<file path="src/rtl/banked_regfile.sv">
module banked_regfile #(
  parameter int GPR_BYTES  = 68,
  parameter int SFR_TOP    = 12,
  parameter int STATUS_OFS = 3,
  parameter int FSR_OFS    = 4,
  parameter int BANK_BIT   = 5
) (
  input  logic       clk,
  input  logic       rst_n,
  input  logic [6:0] acc_addr,
  input  logic       acc_we,
  input  logic [7:0] acc_wdata,
  output logic [7:0] acc_rdata,
  output logic [7:0] sfr_addr,
  output logic       sfr_we,
  output logic [7:0] sfr_wdata,
  input  logic [7:0] sfr_rdata,
  output logic       bank_sel,
  output logic [7:0] fsr_ptr
);
  localparam int         IDX_W   = (GPR_BYTES > 1) ? $clog2(GPR_BYTES) : 1;
  localparam logic [6:0] SFR_END = 7'(SFR_TOP);
  localparam logic [7:0] GPR_LIM = 8'(GPR_BYTES);

  logic             rp0_q;
  logic [7:0]       fsr_q;
  logic [7:0]       gpr_mem [GPR_BYTES];

  logic [6:0]       eff_ofs;
  logic [6:0]       gpr_off;
  logic [IDX_W-1:0] gpr_idx;
  logic             hit_null, hit_status, hit_fsr, hit_sfr, hit_gpr;
  logic [7:0]       status_rd;

  assign eff_ofs    = (acc_addr == 7'd0) ? fsr_q[6:0] : acc_addr;
  assign gpr_off    = eff_ofs - SFR_END;
  assign gpr_idx    = gpr_off[IDX_W-1:0];

  assign hit_null   = (eff_ofs == 7'd0);
  assign hit_status = (eff_ofs == 7'(STATUS_OFS));
  assign hit_fsr    = (eff_ofs == 7'(FSR_OFS));
  assign hit_sfr    = (eff_ofs < SFR_END) && !hit_null && !hit_status && !hit_fsr;
  assign hit_gpr    = (eff_ofs >= SFR_END) && ({1'b0, gpr_off} < GPR_LIM);

  assign status_rd  = {7'd0, rp0_q} << BANK_BIT;

  always_comb begin
    if (hit_status)   acc_rdata = status_rd;
    else if (hit_fsr) acc_rdata = fsr_q;
    else if (hit_sfr) acc_rdata = sfr_rdata;
    else if (hit_gpr) acc_rdata = gpr_mem[gpr_idx];
    else              acc_rdata = 8'h00;
  end

  assign sfr_addr  = {rp0_q, eff_ofs};
  assign sfr_we    = acc_we && hit_sfr;
  assign sfr_wdata = acc_wdata;
  assign bank_sel  = rp0_q;
  assign fsr_ptr   = fsr_q;

  always_ff @(posedge clk or negedge rst_n) begin
    if (!rst_n) begin
      rp0_q <= 1'b0;
      fsr_q <= 8'h00;
    end else if (acc_we) begin
      if (hit_status) rp0_q <= acc_wdata[BANK_BIT];
      if (hit_fsr)    fsr_q <= acc_wdata;
    end
  end

  always_ff @(posedge clk) begin
    if (acc_we && hit_gpr) gpr_mem[gpr_idx] <= acc_wdata;
  end
endmodule


</file>
<file path="config.mk">
export PLATFORM = sky130hd
export DESIGN_NAME = banked_regfile
export DESIGN_NICKNAME = d
export VERILOG_FILES = /design/src/rtl/banked_regfile.sv
export SDC_FILE = /design/constraint.sdc
export NUM_CORES = 1
export LEC_CHECK = 0
export BUFFER_PORTS_ARGS = -buffer_cell sky130_fd_sc_hd__buf_2
export CORE_UTILIZATION = 50
export CTS_CLUSTER_DIAMETER = 30
export DETAILED_ROUTE_END_ITERATION = 10
export HOLD_SLACK_MARGIN = 0.06
export PLACE_DENSITY = 0.69
export SLEW_MARGIN = 10
export SYNTH_ARGS = -nofsm -noshare
export SYNTH_HDL_FRONTEND = slang
export SYNTH_SLANG_ARGS = --single-unit
</file>
<file path="constraint.sdc">
create_clock -name clk -period 8.2 [get_ports clk]
set_clock_uncertainty 0.05 [all_clocks]
set_input_delay 1.23 -clock clk [delete_from_list [all_inputs] [get_ports clk]]
set_output_delay 1.23 -clock clk [all_outputs]
set_load 0.02 [all_outputs]
</file>
# [Word level (Yosys, flattened, before mapping)]
# Memory sizes are Yosys's and may differ from the RTL's.
# Cells that the tools add are included.
[totals] ramBits=544 mem_count=1 inputBits=26 out_inout_bits=34 ff_bits=9 wordCells=29
[memory_table] name="gpr_mem" words=68 width=8 read_ports=1 rd_clocked_by_memory_dff=0 write_ports=1 line_no="27" rtl="logic [7:0] gpr_mem [GPR_BYTES];"
[classes] eq_ne=2 magnitude_cmp=3 n_reduce_logical=13 addsub=1 muxes=7
[ops] op="8-bit 2-to-1 mux" n=4
[ops] op="7-bit zero test" n=2
[ops] op="7-bit by 2-bit equality test with 1-bit output, second input constant" n=1
[ops] op="7-bit by 3-bit equality test with 1-bit output, second input constant" n=1
[ops] op="7-bit by 4-bit greater-or-equal comparator with 1-bit output, second input constant" n=1
[ops] op="7-bit by 4-bit less-than comparator with 1-bit output, second input constant" n=1
[ops] op="7-bit less-than comparator, second input constant" n=1
[ops] op="7-bit 2-to-1 mux" n=1
[ops] op="7-bit by 4-bit subtractor with 7-bit output, second input constant" n=1
[ops] op="1-bit logical AND" n=6
[ops] op="2-bit AND reduction" n=2
[ops] op="1-bit zero test" n=3
[ops] op="1-bit 2-to-1 mux" n=2

# [Longest topological paths before layout]
[depth] word_depth=10 mapped_depth=19 ltp_nobuf=12

# [Least setup slack after synthesis]
# OpenSTA, ideal clock, no wires.
[synth_timing] path_type="input to output" startpoint="input port acc_addr[4]" endpoint="output port acc_rdata[0]" slack_ns=1.636 t_arrival_ns=5.284 path_stages=16 path_cell_list="clkbuf_1 -> nor3_4 -> a21oi_2 -> inv_1 -> buf_4 -> buf_4 -> buf_2 -> buf_2 -> ha_1 -> clkbuf_1 -> nor4bb_1 -> a21oi_1 -> nand2_1 -> or4_1 -> o311a_1 -> o41ai_1"
[synth_via] elab_chain_cells=10
[synth_lines] element="start, declared" line_no="10" rtl="input logic [6:0] acc_addr,"
[synth_lines] element="7-bit zero test *" line_no="35" rtl="assign eff_ofs = (acc_addr == 7'd0) ? fsr_q[6:0] : acc_addr;"
[synth_lines] element="7-bit 2-to-1 mux *" line_no="35"
[synth_lines] element="net sfr_addr[2]" line_no="14" rtl="output logic [7:0] sfr_addr,"
[synth_lines] element="branches (longest 7 deep; another with memory 68 x 8 bit)"
[synth_lines] element="8-bit 2-to-1 mux *" line_no="48" rtl="if (hit_status) acc_rdata = status_rd;"
[synth_lines] element="end, declared" line_no="13" rtl="output logic [7:0] acc_rdata,"
# Mark *: on every way through the listed nets, which the timed path passes.

# [Worst setup path after layout]
[layout_timing] startpoint="input port acc_addr[4]" endpoint="output port acc_rdata[3]"
[layout_via] elab_chain_cells=10
[layout_lines] element="7-bit zero test" line_no="35"
[layout_lines] element="7-bit 2-to-1 mux *" line_no="35"
[layout_lines] element="branches (longest 7 deep; another with memory 68 x 8 bit)"
[layout_lines] element="8-bit 2-to-1 mux *" line_no="48"
# Mark *: on every way between the ends.

==> reports/qor.txt <==
core area = 44,400 µm²
Iter 0 DRT Violations = 2,314
ys async rst share = 1.63%
CP Cell Sequence = buf_2 > nor3_4 > a21oi_4 > inv_4 > ha_1 > nor4bb_1 > a21oi_1 > nand2_1 > nor2_1 > a22oi_1 > a21oi_1 > o311ai_0 > and3_1 > buf_2
highest achievable clock rate = 141 MHz
number of diodes = 0
Post-Syn Nets = 1,600
HPWL after detailed placement = 45.3 mm
Mapped Avg Cell Area = 14.4 µm²
DIE HEIGHT = 215 µm
TritonRoute pass-1 iters = 6
RR Endpoint = gpr_mem[50][1]
Setup Viol. Count Final = 0
drt via density = 6.64
most frequent cells in the layout = 544 x edfxtp_1, 175 x nand2_1, 128 x nor2_1
worst vdd ir = 0.168 mV
CTS buffer count = 95
post-synthesis cell count = 1,571
top_reg_cell synth = edfxtp_1
layout cells sized above 1 = 19.3%
MaxCap Viol Count = 0
Setup Crit Path Kind = in -> out
commonest non-fill, non-tap cell in the layout = edfxtp_1
Bufs on Longest Clock Path = 3
relative slew slack = 12.8%
Synth cell types = 86
Power Density = 291 nW/µm²
fin crit period = 7.07 ns
RSZ-0062 raised after global routing = no
PortBufs = 59
final period utilization = 86.3%
Post-CTS Setup Bufs = 0
H-tree level count = 3
Clock Latency Late Sink = 0.64 ns
area of the mapped netlist = 22,600 µm²
final wirelength = 73.8 mm
vias in the first global route = 15.0k
Pleak = 8.99 nW
placement row count = 77
largest net degree at the start of global routing = 72
critical path's slowest cell = o311ai_0
I/O pins = 60
Final TNS setup = 0 ns
Synth area leader = edfxtp_1
Final Hold Vio Count = 0
Syn-to-layout area delta = 19.6%
Worst path max stage delay = 0.60 ns
Fillers = 3,246
sequential-to-total area share from yosys stat = 73.3%
Final ANT Viol Nets = 0
Ys Warns = 0
Hold Slack = 0.378 ns
crit-path max FO = 32
FF-to-FF path depth = 12
Critical Path End Type = output pin
synth top area cells = edfxtp_1 72%, nand2_1 2.9%, nor2_1 2.1%, o22ai_1 2.0%, a21oi_1 1.7%
Least-Margin Pin Slew = 1.30 ns
initial antenna violation count = 3
worst endpoint required time = 6.92 ns
DR WL/cell = 31.5 µm
setup slack, reg-to-reg = 2.33 ns
Power Total = 7.87 mW
DP Cell Count = 2,164
Layout Nets = 1,698
flop and latch count out of synthesis = 553
cells resized by post-CTS repair = 0
hold_buf cts = 0
status = completed
gr ovfl total = 0
Clock Tree Root = clkbuf_16
final std cells w/o fill = 2,341
initial core utilization = 50.9%
Die X = 215 µm
Post-synth EDFFs = 544
top-area cell type share of the netlist area = 72.3%
hold crit path type = in -> async
DRC Markers = 0
die area = 46,100 µm²
max-slew violation count = 0
Final Wtd Congestion = 1.01
first-pass GRT wire length = 105 mm
arrival time of the worst setup path = 5.79 ns
gr usage total = 32.1%
CTS tree = yes
CTS sink count = 553
r2r startpoint = fsr_ptr[2]
type of origin of the critical path = input port
Clk pin slew, worst setup/hold paths = 0.06 ns
via count = 15.6k
-- Yosys cell counts, types with 23 or more instances --
cell	number
a21oi_1	79
buf_2	38
clkbuf_1	45
edfxtp_1	544
mux2_2	23
nand2_1	175
nand3_1	47
nor2_1	128
nor3_1	26
o21ai_0	42
o221ai_1	33
o22ai_1	72
-- metal layers --
metal	GRT usage (%)	vias to the layer above	wire length [µm]
met5	0	-	8
met4	17.1	2	4060
met3	9.40	237	9610
met2	47.9	1211	33000
met1	42.6	7677	27200
li1	-	6423	-
-- stage by stage --
step,setup slack (ns),utilization (%),instance area [µm²]
floorplan,1.64,-,22600
global placement,1.38,53.0,23500
detailed placement,1.33,53.0,23500
CTS,1.32,60.8,27000
global route,0.944,60.8,27000
finish,1.13,60.8,27000
-- worst max path at each step --
stage	from	end	slack (ns)
3_3_place_gp	acc_addr[4]	acc_rdata[3]	1.38
2_1_floorplan	acc_addr[4]	acc_rdata[0]	1.64
3_5_place_dp	acc_addr[4]	acc_rdata[3]	1.33
5_1_grt	acc_addr[4]	acc_rdata[3]	0.94
4_1_cts	acc_addr[4]	acc_rdata[3]	1.32
6_report	acc_addr[4]	acc_rdata[3]	1.13
-- critical path, delay by kind of cell --
| family | cells | cell delay (ns) |
|---|---|---|
| buf+inv | 3 | 0.76 |
| compound gates | 5 | 1.35 |
| simple gates | 5 | 1.94 |
| fa+ha+maj | 1 | 0.48 |
-- registers in the layout (all words and copies together) (netlist names) --
signal    cells
bank_sel      1
gpr_mem     544
fsr_ptr       8
-- logic make-up (layout without fill, tap and decap cells) --
group	Yosys count	count (layout)	share of synthesized area, %
buffers and inverters	121	299	2.54
multiplexers	44	44	2.19
XOR/XNOR	3	3	0.150
AND/OR/NAND/NOR	441	441	8.92
adder cells (fa/ha/maj)	3	3	0.166
AO/OA/AOI/OAI	406	406	12.8
flip-flops	553	553	73.3
-- area by class of cell --
| class | count | area (µm²) | area share, % |
|---|---|---|---|
| flip-flops and latches | 553 | 16600 | 61.3 |
| multi-input cells | 897 | 5510 | 20.4 |
| clock buffers | 102 | 2420 | 8.97 |
| clock inverters | 75 | 1050 | 3.90 |
| well taps | 592 | 741 | 2.74 |
| repair buffers | 108 | 676 | 2.50 |
| inverters | 14 | 56.3 | 0.208 |
-- power by group --
group	leakage [nW]	switching (mW)	internal, mW
combinational	2.31	0.361	0.124
sequential	5.01	0.0100	3.12
clock	1.67	1.47	2.79
total	8.99	1.84	6.03
(Power assumes the default switching activity.)
